File: src/rtl/mon_poller_pkg.sv
package mon_poller_pkg;

  typedef enum logic [1:0] {
    ST_IDLE,
    ST_WAIT,
    ST_PUSH
  } pollState_t;

  // strobes from control to datapath
  typedef struct packed {
    logic capture;
    logic push;
    logic hiPrio;
  } pollStrobe_t;

endpackage

File: src/rtl/mon_poller_ctrl.sv
module mon_poller_ctrl
  import mon_poller_pkg::*;
#(
  parameter int NUM_PER  = 8,
  parameter int NUM_IRQ  = 2,
  parameter int ADDR_W   = 4,
  parameter int INTERVAL = 200,
  parameter int READ_LAT = 2
) (
  input  logic               clk,
  input  logic               rstN,
  input  logic [NUM_IRQ-1:0] irqReq,
  input  logic               fifoFull,
  output logic               monSample,
  output logic [ADDR_W-1:0]  curAddr,
  output logic [NUM_IRQ-1:0] irqPendOut,
  output pollStrobe_t        strobes
);

  localparam int TICK_W = $clog2(INTERVAL);
  localparam int LAT_W  = $clog2(READ_LAT + 1);
  localparam int SLOT_W = $clog2(NUM_PER);
  localparam int IRQ_W  = $clog2(NUM_IRQ);
  localparam logic [SLOT_W-1:0] LAST_SLOT = SLOT_W'(NUM_PER - 1);

  pollState_t         state;
  logic [TICK_W-1:0]  tickCnt;
  logic [LAT_W-1:0]   latCnt;
  logic [SLOT_W-1:0]  schedIdx;
  logic [IRQ_W-1:0]   curIrq;
  logic [IRQ_W-1:0]   irqSel;
  logic [NUM_IRQ-1:0] irqPend;
  logic [NUM_IRQ-1:0] clrMask;
  logic roundPending, inRound, curPrio, sampleQ;
  logic tick, irqAny, startRound, doPush, doCapture;

  assign tick       = (tickCnt == TICK_W'(INTERVAL - 1));
  assign irqAny     = |irqPend;
  assign startRound = (state == ST_IDLE) && !irqAny && !inRound && roundPending;
  assign doCapture  = (state == ST_WAIT) && (latCnt == LAT_W'(READ_LAT));
  assign doPush     = (state == ST_PUSH) && !fifoFull;

  // lowest pending index wins
  always_comb begin
    irqSel = '0;
    for (int i = NUM_IRQ - 1; i >= 0; i--) begin
      if (irqPend[i]) irqSel = IRQ_W'(i);
    end
  end

  always_comb begin
    clrMask = '0;
    if (doPush && curPrio) clrMask[curIrq] = 1'b1;
  end

  always_ff @(posedge clk or negedge rstN) begin
    if (!rstN) begin
      state        <= ST_IDLE;
      tickCnt      <= '0;
      latCnt       <= '0;
      schedIdx     <= '0;
      curIrq       <= '0;
      irqPend      <= '0;
      roundPending <= 1'b0;
      inRound      <= 1'b0;
      curPrio      <= 1'b0;
      curAddr      <= '0;
      sampleQ      <= 1'b0;
    end else begin
      tickCnt <= tick ? '0 : tickCnt + 1'b1;
      irqPend <= (irqPend & ~clrMask) | irqReq;
      if (tick) roundPending <= 1'b1;
      else if (startRound) roundPending <= 1'b0;
      sampleQ <= 1'b0;
      case (state)
        ST_IDLE: begin
          if (irqAny) begin
            curAddr <= ADDR_W'(NUM_PER) + ADDR_W'(irqSel);
            curIrq  <= irqSel;
            curPrio <= 1'b1;
            sampleQ <= 1'b1;
            latCnt  <= '0;
            state   <= ST_WAIT;
          end else if (inRound || roundPending) begin
            if (inRound) begin
              curAddr <= ADDR_W'(schedIdx);
            end else begin
              curAddr  <= '0;
              schedIdx <= '0;
              inRound  <= 1'b1;
            end
            curPrio <= 1'b0;
            sampleQ <= 1'b1;
            latCnt  <= '0;
            state   <= ST_WAIT;
          end
        end
        ST_WAIT: begin
          if (doCapture) state <= ST_PUSH;
          else latCnt <= latCnt + 1'b1;
        end
        ST_PUSH: begin
          if (doPush) begin
            state <= ST_IDLE;
            if (!curPrio) begin
              if (schedIdx == LAST_SLOT) begin
                inRound  <= 1'b0;
                schedIdx <= '0;
              end else begin
                schedIdx <= schedIdx + 1'b1;
              end
            end
          end
        end
        default: state <= ST_IDLE;
      endcase
    end
  end

  assign monSample       = sampleQ;
  assign irqPendOut      = irqPend;
  assign strobes.capture = doCapture;
  assign strobes.push    = doPush;
  assign strobes.hiPrio  = curPrio;

endmodule

File: src/rtl/mon_poller_dp.sv
module mon_poller_dp
  import mon_poller_pkg::*;
#(
  parameter int ADDR_W     = 4,
  parameter int DATA_W     = 8,
  parameter int FIFO_DEPTH = 4
) (
  input  logic                       clk,
  input  logic                       rstN,
  input  pollStrobe_t                strobes,
  input  logic [ADDR_W-1:0]          curAddr,
  input  logic [DATA_W-1:0]          monData,
  input  logic                       fifoPop,
  output logic                       fifoFull,
  output logic                       fifoEmpty,
  output logic [ADDR_W+DATA_W:0]     fifoData
);

  localparam int ENTRY_W = 1 + ADDR_W + DATA_W;
  localparam int PTR_W   = $clog2(FIFO_DEPTH);

  logic [DATA_W-1:0]  holdReg;
  logic [ENTRY_W-1:0] mem [FIFO_DEPTH];
  logic [PTR_W:0]     wrPtr, rdPtr;
  logic               doPop;

  assign fifoEmpty = (wrPtr == rdPtr);
  assign fifoFull  = (wrPtr[PTR_W] != rdPtr[PTR_W]) &&
                     (wrPtr[PTR_W-1:0] == rdPtr[PTR_W-1:0]);
  assign doPop     = fifoPop && !fifoEmpty;
  assign fifoData  = mem[rdPtr[PTR_W-1:0]];

  always_ff @(posedge clk or negedge rstN) begin
    if (!rstN) begin
      holdReg <= '0;
      wrPtr   <= '0;
      rdPtr   <= '0;
    end else begin
      if (strobes.capture) holdReg <= monData;
      if (strobes.push) wrPtr <= wrPtr + 1'b1;
      if (doPop) rdPtr <= rdPtr + 1'b1;
    end
  end

  always_ff @(posedge clk) begin
    if (strobes.push) mem[wrPtr[PTR_W-1:0]] <= {strobes.hiPrio, curAddr, holdReg};
  end

endmodule

File: src/rtl/mon_poller.sv
module mon_poller
  import mon_poller_pkg::*;
#(
  parameter int NUM_PER    = 8,
  parameter int NUM_IRQ    = 2,
  parameter int ADDR_W     = 4,
  parameter int DATA_W     = 8,
  parameter int INTERVAL   = 200,
  parameter int READ_LAT   = 2,
  parameter int FIFO_DEPTH = 4
) (
  input  logic                   clk,
  input  logic                   rstN,
  input  logic [NUM_IRQ-1:0]     irqReq,
  output logic                   monSample,
  output logic [ADDR_W-1:0]      monAddr,
  input  logic [DATA_W-1:0]      monData,
  input  logic                   fifoPop,
  output logic                   fifoEmpty,
  output logic [ADDR_W+DATA_W:0] fifoData
);

  pollStrobe_t        strobes;
  logic               fifoFull;
  logic [ADDR_W-1:0]  curAddr;
  logic [NUM_IRQ-1:0] irqPend;

  mon_poller_ctrl #(
    .NUM_PER(NUM_PER), .NUM_IRQ(NUM_IRQ), .ADDR_W(ADDR_W),
    .INTERVAL(INTERVAL), .READ_LAT(READ_LAT)
  ) i_ctrl (
    .clk(clk), .rstN(rstN), .irqReq(irqReq), .fifoFull(fifoFull),
    .monSample(monSample), .curAddr(curAddr), .irqPendOut(irqPend),
    .strobes(strobes)
  );

  mon_poller_dp #(
    .ADDR_W(ADDR_W), .DATA_W(DATA_W), .FIFO_DEPTH(FIFO_DEPTH)
  ) i_dp (
    .clk(clk), .rstN(rstN), .strobes(strobes), .curAddr(curAddr),
    .monData(monData), .fifoPop(fifoPop), .fifoFull(fifoFull),
    .fifoEmpty(fifoEmpty), .fifoData(fifoData)
  );

  assign monAddr = curAddr;

endmodule

File: config.mk
export PLATFORM = sky130hd
export DESIGN_NAME = mon_poller
export DESIGN_NICKNAME = d
export VERILOG_FILES = /design/src/rtl/mon_poller_pkg.sv /design/src/rtl/mon_poller_ctrl.sv /design/src/rtl/mon_poller_dp.sv /design/src/rtl/mon_poller.sv
export SDC_FILE = /design/constraint.sdc
export NUM_CORES = 1
export LEC_CHECK = 0
export ABC_AREA = 1
export ABC_CLOCK_PERIOD_IN_PS = 1600
export BUFFER_PORTS_ARGS = -buffer_cell sky130_fd_sc_hd__buf_4
export CAP_MARGIN = 20
export CORE_MARGIN = 1.5
export CORE_UTILIZATION = 49
export DETAILED_ROUTE_END_ITERATION = 6
export GPL_ROUTABILITY_DRIVEN = 0
export PLACE_DENSITY = 0.75
export REMOVE_ABC_BUFFERS = 1
export SLEW_MARGIN = 10
export SYNTH_ARGS = -nofsm -noshare
export SYNTH_HDL_FRONTEND = slang
export SYNTH_SLANG_ARGS = --single-unit
export TNS_END_PERCENT = 100
File: constraint.sdc
create_clock -name clk -period 1.6 [get_ports clk]
set_input_delay 0.08 -clock clk [delete_from_list [all_inputs] [get_ports clk]]
set_output_delay 0.08 -clock clk [all_outputs]
set_load 0.1 [all_outputs]
Word-level counts from Yosys, hierarchy flattened
Memories as Yosys holds them, arrays and structs flattened.
Cells that the tools add are included.

word-level totals
  flip-flop bits (word level) = 40
  RAM bits = 52
  output and inout bits = 19
  memories kept = 1

cells by class
  add/subtract/negate cells = 6
  order comparisons = 2
  equal/unequal tests = 17
  muxes and demuxes = 40
  bitwise gates (word level) = 3
  reduce and logical (&&, ||, !) cells = 26

memory list
  name      words  width  read ports  clocked after Yosys merged registers in  wr ports  RTL line             source
  i_dp.mem  4      13     1           0                                        1         mon_poller_dp.sv:23  logic [ENTRY_W-1:0] mem [FIFO_DEPTH];

operators with widths
  operator               count
  $mux W3                7
  $mux W1                17
  $mux W2                8
  $ne A2 B2 Y1 const B   6
  $reduce_and A6 Y1      2
  $add A3 B1 Y3 const B  3
  $logic_and A1 B1 Y1    9
  $add A8 B1 Y8 const B  1
  $eq A8 B8 Y1 const B   1
  $mux W4                2
  $mux W8                1
  $reduce_bool A2 Y1     4
  $pmux W2 S3            1
  $pmux W3 S2            1
  $reduce_and A3 Y1      2
  $add A4 B1 Y4 const A  1
  $eq A2 B2 Y1 const B   2
  $logic_not A1 Y1       4
  $ne A2 B1 Y1 const B   2
  $pmux W2 S2            1
  $reduce_and A2 Y1      2
  $eq A3 B3 Y1           1
  $eq A3 B3 Y1 const B   1
  $ne A3 B2 Y1 const B   1
  14 further kinds       14

Longest topological paths before layout
  word-level depth = 9
  mapped depth = 9

By module
A second synthesis with hierarchy kept.

unflattened totals
  cells, all modules = 345
  area total of the unflattened synthesis = 3,848.7 µm²

modules (own cells, without submodules)
  module           times used  cells an instance  area an instance (µm²)
  mon_poller_dp    1           193                2,607.5
  mon_poller_ctrl  1           152                1,241.2

Least setup slack after synthesis
OpenSTA, ideal clock, no wires.

  kind = reg-to-output
  start = register i_dp.rdPtr[0]
  end = output fifoData[12]
  arrival time = 2.873 ns
  required time = 1.520 ns
  path slack = -1.353 ns
  stages on the path, launching flop included = 7
  buffers on the path = 3
  cell sequence = dfrtp_1 buf_4 inv_4 clkbuf_1 nor2_1 o22ai_1 buf_4

between the ends
  cells in the longest elaborated chain, start to end = 1

RTL lines
  element                   RTL line             source
  start: declaration        mon_poller_dp.sv:24  logic [PTR_W:0] wrPtr, rdPtr;
  start signal: assignment  mon_poller_dp.sv:41  if (doPop) rdPtr <= rdPtr + 1'b1;
  $mem_v2 Z4 W13            --
  end: declaration          mon_poller.sv:20     output logic [ADDR_W+DATA_W:0] fifoData

No other way between the ends.

Worst setup path after layout
  start = register i_dp.rdPtr[0]
  end = output fifoData[5]

The elaborated chain is that of the path after synthesis.

==> flow_metrics.tcl <==
set metrics [dict create \
    layout_common_cells "edfxtp_1 (48), nand2_1 (45), dfrtp_1 (37)" \
    synth_seq_area_share_pct 65.5 \
    die_w_um 89.8 \
    power_density_nw_per_um2 2180 \
    violations "negative setup slack" \
    grt_pass1_vias 2527 \
    first_pass_iters 4 \
    grt_usage_pct 19.1 \
    gr-total-overflow 0 \
    grt_max_degree 40 \
    num_vias 2627 \
    critPathMaxFanout 13 \
    critPathRequiredTime_ns 1.52 \
    dieHeight_um 89.8 \
    hold_viol_final 0 \
    yosysWarningCount 0 \
    synthCells 332 \
    drv_slew 0 \
    fmax_mhz 596 \
    area_growth_pct 36.8 \
    ys.flop_type "edfxtp_1" \
    antenna_left 0 \
    numCtsBuffers 9 \
    nNetsFinal 425 \
    remaining_drc_errors 0 \
    final_area_um2 5050 \
    synth-edff-count 48 \
    setup_slack_ns -0.0784 \
    path_class "reg2out" \
    rows 31 \
    clkLatencyLatePin_ns 0.35 \
    cts.path.max_buffers 2 \
    whs_ns 0.233 \
    worstPathArrival_ns 1.60 \
    drt_first_iter_violations 104 \
    vias_per_cell 5.18 \
    worstMarginPinSlew_ns 0.505 \
    hold_class "in2async" \
    synthArstFlopShare_pct 44.8 \
    final_util_pct 69.6 \
    clk_pin_slew_ns 0.09 \
    crit_path_end_kind "output port" \
    synth_cell_types 29 \
    layout_worst_path_cycle_share_pct 105 \
    wirelength_mm 8.53 \
    reg2reg_from "i_dp.rdPtr[0]$_DFFE_PN0P_" \
    ctsHtreeMaxLevel 3 \
    p_leak_nw 2.13 \
    netlist_area_um2 3690 \
    ir_worst_vdd_v 0.000924 \
    power_mw 11.0 \
    die-area_um2 8060 \
    antenna_cells 0 \
    cts_tree "done" \
    setup_viol 26 \
    slew_headroom_pct 66.3 \
    startpoint "i_dp.rdPtr[0]$_DFFE_PN0P_" \
    core_um2 7250 \
    finalCriticalPeriod_ns 1.68 \
    maxCapViolations 0 \
    clock-sinks 87 \
    start_kind "flip-flop" \
    synth_top_area_share_pct 39.1 \
    avgSynthCellArea_um2 11.1 \
    io_pins 32 \
    dpl_cell_area_um2 4110 \
    port-buffer-count 31 \
    synth_top_area_cell "edfxtp_1" \
    cts_root_buf "clkbuf_8" \
    rsz0062_at_grt "true" \
    layout-drive-gt1-share_pct 33.8 \
    status "finished, violations left" \
    hpwl_mm 4.65 \
    synth.area.top_cells "edfxtp_1 (39%), dfrtp_1 (26%), nor2_1 (4.9%), nand2_1 (4.7%), o21ai_0 (4.6%)" \
    layout_commonest_cell "edfxtp_1" \
    grt_pass1_wl_mm 12.0 \
    initial_core_util_pct 50.9 \
    wl_per_cell_um 16.8 \
    ys_ff_latch 87 \
    antenna_found_initial 0 \
    clock_skew_ns 0.0105 \
]
[metal layers]
metal  vias to the layer above  wire, µm  track usage, %
li1                       1265         -               -
met1                      1295      3600            25.0
met2                        51      4510            32.6
met3                        16       263            2.79
met4                         0       152            6.88
met5                         -         0               0
[critical path, stage by stage (launching register included)]
cell and delay [ns]:
dfrtp_2 0.47, buf_12 0.17, o21ai_0 0.27, o22ai_2 0.15
buf_12 0.18
[flip-flops by register name (all words and copies together) (netlist names)]
signal               cells
i_ctrl.state             2
i_dp.mem                48
i_ctrl.curIrq            1
i_dp.rdPtr               3
i_ctrl.inRound           1
i_dp.wrPtr               3
i_ctrl.schedIdx          3
i_ctrl.latCnt            2
i_ctrl.irqPendOut        2
i_ctrl.monSample         1
i_ctrl.curAddr           4
i_dp.holdReg             8
i_ctrl.roundPending      1
i_ctrl.tickCnt           8
[cells in the mapped netlist (5+ instances only)]
cell type,n
o21ai_0,34
mux2_2,8
inv_1,36
o22ai_1,12
dfrtp_1,39
edfxtp_1,48
a21oi_1,7
nand4_1,5
nand3_1,12
nor2_1,48
nand2_1,46
ha_1,9
[cell families (layout without fill, tap and decap cells)]
kind of cell,after synthesis,in the layout,synth area share (%)
AO/OA/AOI/OAI,55,55,8.24
buffers and inverters,47,123,5.19
flip-flops,87,87,65.5
AND/OR/NAND/NOR,123,123,14.8
multiplexers,8,8,2.44
XOR/XNOR,3,3,0.712
adder cells (fa/ha/maj),9,9,3.05
[final cells by class]
type                       count  area [µm²]
sequential                    87        2420
fill                         497        2210
multi-input combinational    198        1340
timing repair buffer          69         837
inverter                      38         148
clock buffer                  12         135
tap                           99         124
clock inverter                 4        48.8
[report_power, final]
part           internal (mW)  total (mW)  switching [mW]
Combinational           2.32        6.32            4.00
Clock                  0.722        1.48           0.758
Sequential              2.84        3.21           0.372
[path summary, 6_finish.rpt]
check | end | slack, ns | cells past startpoint
max in group asynchronous | i_dp.rdPtr[1]$_DFFE_PN0P_ | 0.98 | 2
min | i_ctrl.tickCnt[7]$_DFF_PN0_ | 0.23 | 2
max | fifoData[5] | -0.08 | 4
min in group clk | i_ctrl.tickCnt[0]$_DFF_PN0_ | 0.46 | 1
min reg2reg | i_ctrl.tickCnt[0]$_DFF_PN0_ | 0.46 | 1
max reg2reg | i_dp.mem[2][6]$_DFFE_PP_ | -0.02 | 7
[stage by stage]
step / setup TNS (ns) / setup WS (ns) / cells
2_1_floorplan: -40.95 / -2.31 / 323
3_3_place_gp: 0 / 0.103 / 465
3_5_place_dp: 0 / 0.0374 / 465
4_1_cts: -0.635 / -0.0829 / 496
5_1_grt: -3.32 / -0.123 / 507
6_report: -0.831 / -0.0784 / 507
[repair_timing]
item                                   in CTS  in global routing
gates cloned                                0                  7
gates resized for setup                    39                 96
pin swaps                                   4                 17
setup buffers                               3                  4
endpoints found under the hold margin      50                  0
setup endpoints to repair                  14                 47
hold buffers                               12                  0
No activity file was read; power rests on OpenSTA's default activity.
